$ cat config.mk
export PLATFORM = sky130hd
export DESIGN_NAME = irq_ctrl2
export DESIGN_NICKNAME = d
export VERILOG_FILES = /design/src/rtl/irq_ctrl2_pkg.sv /design/src/rtl/irq_edge_det.sv /design/src/rtl/irq_flag_reg.sv /design/src/rtl/irq_mask_reg.sv /design/src/rtl/irq_ctrl2.sv
export SDC_FILE = /design/constraint.sdc
export NUM_CORES = 1
export LEC_CHECK = 0
export BUFFER_PORTS_ARGS = -buffer_cell sky130_fd_sc_hd__buf_2
export CAP_MARGIN = 20
export CORE_MARGIN = 3
export CORE_UTILIZATION = 35
export DETAILED_ROUTE_END_ITERATION = 6
export PLACE_DENSITY = 0.81
export SYNTH_ARGS = -nofsm -noshare
export SYNTH_HDL_FRONTEND = slang
export SYNTH_SLANG_ARGS = --single-unit
$ cat constraint.sdc
create_clock -name clk -period 2.3 [get_ports clk]
set_input_delay 0.575 -clock clk [delete_from_list [all_inputs] [get_ports clk]]
set_output_delay 0.575 -clock clk [all_outputs]
set_load 0.02 [all_outputs]
$ cat src/rtl/irq_ctrl2_pkg.sv
package irq_ctrl2_pkg;
  localparam int unsigned IRQ_DATA_W  = 8;
  localparam int unsigned IRQ_N_SRC   = 2;
  localparam int unsigned IRQ_VEC_W   = 10;
  localparam logic [IRQ_VEC_W-1:0] IRQ_VEC_ADDR = 10'h3FE;

  typedef enum int unsigned {
    SRC_TMR = 0,
    SRC_EXT = 1
  } irq_src_e;
endpackage

$ cat src/rtl/irq_edge_det.sv
module irq_edge_det #(
  parameter logic IDLE_LEVEL = 1'b1
) (
  input  logic clk,
  input  logic rst_n,
  input  logic pin_i,
  input  logic arm_i,
  output logic rise_o
);
  logic prev_q;

  always_ff @(posedge clk or negedge rst_n) begin
    if (!rst_n) prev_q <= IDLE_LEVEL;
    else        prev_q <= pin_i;
  end

  assign rise_o = arm_i & pin_i & ~prev_q;
endmodule

$ cat src/rtl/irq_flag_reg.sv
module irq_flag_reg #(
  parameter int unsigned DATA_W = 8,
  parameter int unsigned N_SRC  = 2
) (
  input  logic              clk,
  input  logic              rst_n,
  input  logic              we_i,
  input  logic [DATA_W-1:0] wdata_i,
  input  logic [N_SRC-1:0]  evt_i,
  output logic [N_SRC-1:0]  flags_o
);
  function automatic logic flag_next(input logic cur, input logic we,
                                     input logic wbit, input logic evt);
    return (we ? wbit : cur) | evt;
  endfunction

  for (genvar g = 0; g < N_SRC; g++) begin : g_flag
    logic q;
    always_ff @(posedge clk or negedge rst_n) begin
      if (!rst_n) q <= 1'b0;
      else        q <= flag_next(q, we_i, wdata_i[g], evt_i[g]);
    end
    assign flags_o[g] = q;
  end
endmodule

$ cat src/rtl/irq_mask_reg.sv
module irq_mask_reg #(
  parameter int unsigned DATA_W = 8,
  parameter int unsigned N_SRC  = 2
) (
  input  logic              clk,
  input  logic              rst_n,
  input  logic              we_i,
  input  logic [DATA_W-1:0] wdata_i,
  input  logic              reti_i,
  input  logic              entry_i,
  output logic              gie_o,
  output logic [N_SRC-1:0]  en_o
);
  localparam int unsigned GIE_POS = DATA_W - 1;

  // entry clears, then return sets, then software write
  function automatic logic gie_next(input logic cur, input logic entry,
                                    input logic reti, input logic we,
                                    input logic wbit);
    if (entry)     return 1'b0;
    else if (reti) return 1'b1;
    else if (we)   return wbit;
    return cur;
  endfunction

  logic             gie_q;
  logic [N_SRC-1:0] en_q;

  always_ff @(posedge clk or negedge rst_n) begin
    if (!rst_n) begin
      gie_q <= 1'b0;
      en_q  <= '0;
    end else begin
      gie_q <= gie_next(gie_q, entry_i, reti_i, we_i, wdata_i[GIE_POS]);
      if (we_i) en_q <= wdata_i[N_SRC-1:0];
    end
  end

  assign gie_o = gie_q;
  assign en_o  = en_q;
endmodule

$ cat src/rtl/irq_ctrl2.sv
module irq_ctrl2
  import irq_ctrl2_pkg::*;
#(
  parameter int unsigned DATA_W = IRQ_DATA_W,
  parameter int unsigned N_SRC  = IRQ_N_SRC,
  parameter int unsigned VEC_W  = IRQ_VEC_W,
  parameter logic [VEC_W-1:0] VEC_ADDR = IRQ_VEC_ADDR
) (
  input  logic              clk,
  input  logic              rst_n,
  input  logic              tmr_uflow_i,
  input  logic              ext_pin_i,
  input  logic              ext_fn_en_i,
  input  logic              mask_we_i,
  input  logic [DATA_W-1:0] mask_wdata_i,
  input  logic              flag_we_i,
  input  logic [DATA_W-1:0] flag_wdata_i,
  input  logic              reti_i,
  output logic [DATA_W-1:0] mask_o,
  output logic [DATA_W-1:0] flags_o,
  output logic              irq_o,
  output logic [VEC_W-1:0]  vec_o
);
  localparam int unsigned GIE_POS = DATA_W - 1;

  function automatic logic want_irq(input logic gie,
                                    input logic [N_SRC-1:0] fl,
                                    input logic [N_SRC-1:0] en);
    return gie & (|(fl & en));
  endfunction

  logic             ext_rise;
  logic             entry_fire;
  logic             gie;
  logic [N_SRC-1:0] src_en;
  logic [N_SRC-1:0] flag_q;
  logic [N_SRC-1:0] evt;
  logic             irq_q;

  irq_edge_det #(.IDLE_LEVEL(1'b1)) u_edge (
    .clk    (clk),
    .rst_n  (rst_n),
    .pin_i  (ext_pin_i),
    .arm_i  (ext_fn_en_i),
    .rise_o (ext_rise)
  );

  always_comb begin
    evt = '0;
    evt[SRC_TMR] = tmr_uflow_i;
    evt[SRC_EXT] = ext_rise;
  end

  irq_flag_reg #(.DATA_W(DATA_W), .N_SRC(N_SRC)) u_flags (
    .clk     (clk),
    .rst_n   (rst_n),
    .we_i    (flag_we_i),
    .wdata_i (flag_wdata_i),
    .evt_i   (evt),
    .flags_o (flag_q)
  );

  assign entry_fire = want_irq(gie, flag_q, src_en);

  irq_mask_reg #(.DATA_W(DATA_W), .N_SRC(N_SRC)) u_mask (
    .clk     (clk),
    .rst_n   (rst_n),
    .we_i    (mask_we_i),
    .wdata_i (mask_wdata_i),
    .reti_i  (reti_i),
    .entry_i (entry_fire),
    .gie_o   (gie),
    .en_o    (src_en)
  );

  always_ff @(posedge clk or negedge rst_n) begin
    if (!rst_n) irq_q <= 1'b0;
    else        irq_q <= entry_fire;
  end

  always_comb begin
    mask_o  = '0;
    flags_o = '0;
    mask_o[GIE_POS]    = gie;
    mask_o[N_SRC-1:0]  = src_en;
    flags_o[N_SRC-1:0] = flag_q;
  end

  assign irq_o = irq_q;
  assign vec_o = VEC_ADDR;
endmodule

==> flow_summary.json <==
{
  "num_io_pins": 51,
  "wl_per_cell_um": 8.63,
  "yosysWarningCount": 0,
  "cts.htree.levels": 1,
  "stdcell_count": 76,
  "cts_tree": "yes",
  "core_area_mm2": 0.00116,
  "drtIter0Drc": 1,
  "drc": 0,
  "hold_viol_final": 0,
  "grt_max_degree": 8,
  "dp.cells": 72,
  "ys_seq_area_share_pct": 38.7,
  "cp_num_buf_inv": 1,
  "synth.most_common_cell": "buf_4",
  "worstPathRequired_ns": 1.73,
  "yosys.area.top_type_share_pct": 39.6,
  "r2r_slack_ns": 1.33,
  "cts_resized": 0,
  "r2r-end": "u_mask.gie_o$_DFFE_PN0P_",
  "fillers": 120,
  "start_util_pct": 39.4,
  "area_delta_synth_final_pct": 5.49,
  "die_h_um": 42.1,
  "p_leak_uw": 0.000273,
  "io_buffers": 18,
  "rows": 12,
  "synth_cell_type_count": 15,
  "gp_congestion": 0.614,
  "clk_pin_slew_ns": 0.05,
  "diodes": 0,
  "ys_seq_elements": 7,
  "via_count": 284,
  "die_width_um": 42.1,
  "critical_path.cell_chain": "buf_2",
  "grt_setup_unrepaired": "false",
  "fin_crit_sh_pct": 60.1,
  "routed_via_density": 3.74,
  "drv_cap": 0,
  "holdBufCountCts": 0,
  "maxSlewViolCount": 0,
  "track_usage_pct": 7.61,
  "layout-drive-gt1-share_pct": 38.7,
  "cts_sinks": 7,
  "synth_area_leaders": "buf_4 (40%), dfrtp_1 (33%), dfstp_2 (5.8%)",
  "ir_drop_mv": 0.453,
  "synth_ff_type": "dfrtp_1",
  "crit_arrival_ns": 0.81,
  "period_needed_ns": 1.38,
  "synth-edff-count": 0,
  "min_path_type": "in -> async",
  "drt-total-wl_um": 656,
  "fin_nets": 87,
  "crit_type": "reg -> out",
  "dieArea_mm2": 0.00177,
  "overflow": 0,
  "grt_pass1_vias": 237,
  "dpl.hpwl_um": 581,
  "timing.rr.start": "u_mask.gie_o$_DFFE_PN0P_",
  "tns_ns": 0,
  "final-setup-viol-count": 0,
  "slowest_delay_ns": 0.39,
  "reg2reg_depth": 2,
  "synth_commonest_cells": "buf_4 (24), dfrtp_1 (6), conb_1 (2), mux2_2 (2)",
  "clk_latency_ns": 0.25,
  "syn_area_per_cell_um2": 10.1,
  "synth_area_um2": 455,
  "startpoint_type": "flop",
  "status": "finished, final reports clean",
  "end_kind": "output port",
  "syn-instance-count": 45,
  "drt_pass1_iterations": 2,
  "p_per_area_mw_per_mm2": 743,
  "ant_nets": 0,
  "cts_buffers": 3,
  "grt_pass1_wl_um": 952,
  "antenna_found_initial": 0,
  "fmax_ghz": 0.724,
  "cts-root-buf": "clkbuf_4",
  "cts_buffer_depth": 2,
  "clock_skew_ns": 0.00223,
  "critPathSlowestCell": "dfrtp_1",
  "async_reset_ff_share_pct": 100,
  "path_delay_family": "flip-flops",
  "synth_top_cell_by_area": "buf_4",
  "cts_setup_buffers": 0,
  "crit_fanout": 3
}
[per-stage QoR]
stage | setup slack, ns | hold slack (ns) | total power, µW | utilization (%) | area (µm²)
finish | 0.919 | 0.146 | 357 | 41.6 | 480
global route | 0.861 | 0.133 | 383 | 41.6 | 480
CTS | 0.901 | 0.141 | 363 | 41.6 | 480
detailed placement | 0.991 | 0.414 | 249 | 39.3 | 454
global placement | 1.01 | 0.412 | 247 | 39.3 | 454
floorplan | 1.15 | 0.279 | 255 | - | 527
[worst max-delay path by stage]
stage	startpoint	end	slack (ns)	cells past startpoint
after floorplan	mask_we_i	u_mask.gie_o$_DFFE_PN0P_	1.15	2
after global placement	mask_we_i	u_mask.gie_o$_DFFE_PN0P_	1.01	3
after detailed placement	mask_we_i	u_mask.gie_o$_DFFE_PN0P_	0.99	3
after CTS	u_flags.g_flag[1].q$_DFF_PN0_	flags_o[1]	0.90	1
after global routing	u_mask.en_o[1]$_DFFE_PN0P_	mask_o[1]	0.86	1
final	u_flags.g_flag[0].q$_DFF_PN0_	flags_o[0]	0.92	1
[cells by family (layout without fill, tap and decap cells)]
kind of cell           count (synthesis)  after routing  synth area share [%]
buffers and inverters                 25             23                  40.4
flip-flops                             7              7                  38.7
AO/OA/AOI/OAI                          4              4                  6.59
multiplexers                           4              4                  9.61
AND/OR/NAND/NOR                        3              3                  3.02
other                                  2             21                  1.65
[cell usage in the layout, fill, tap and decap left out]
| master | netlist | layout |
|---|---|---|
| buf_2 | 0 | 18 |
| mux2i_1 | 1 | 1 |
| a211o_1 | 1 | 1 |
| nand2_1 | 1 | 1 |
| nor2_1 | 1 | 1 |
| mux2_2 | 2 | 2 |
| mux2_1 | 1 | 1 |
| conb_1 | 2 | 21 |
| a22oi_1 | 1 | 1 |
| dfrtp_1 | 6 | 6 |
| nor2b_1 | 1 | 1 |
| clkbuf_1 | 0 | 1 |
| o22a_1 | 1 | 1 |
| clkbuf_4 | 0 | 3 |
| inv_1 | 1 | 1 |
| o21ai_0 | 1 | 1 |
| dfstp_2 | 1 | 1 |
[final cells by class]
| class | instances | area, µm² | area share [%] |
|---|---|---|---|
| clock buffer | 4 | 26.3 | 5.47 |
| inverter | 1 | 3.75 | 0.781 |
| sequential | 7 | 176 | 36.7 |
| multi-input combinational | 32 | 166 | 34.6 |
| timing repair buffer | 18 | 90.1 | 18.7 |
| tap | 14 | 17.5 | 3.65 |
[power by group]
| group | leakage (µW) | total (µW) | switching, µW | internal (µW) |
|---|---|---|---|---|
| Sequential | 0.0000793 | 148 | 8.65 | 139 |
| Clock | 0.0000150 | 111 | 44.4 | 66.2 |
| Combinational | 0.000178 | 98.3 | 68.0 | 30.3 |
| Total | 0.000273 | 357 | 121 | 236 |
[routing by layer]
metal	GRT usage (%)	up-vias	part of all wire (%)
met3	9.01	0	20
met1	6.02	127	27
met4	1.86	0	0
met2	12.0	24	54
li1	-	133	-
met5	0	-	0
[registers in the layout, summed over array words and instances, names as in the netlist]
signal	cells
u_mask.gie_o	1
irq_o	1
u_edge.prev_q	1
u_mask.en_o	2
u_flags.g_flag.q	2
No activity file was read; power rests on OpenSTA's default activity.
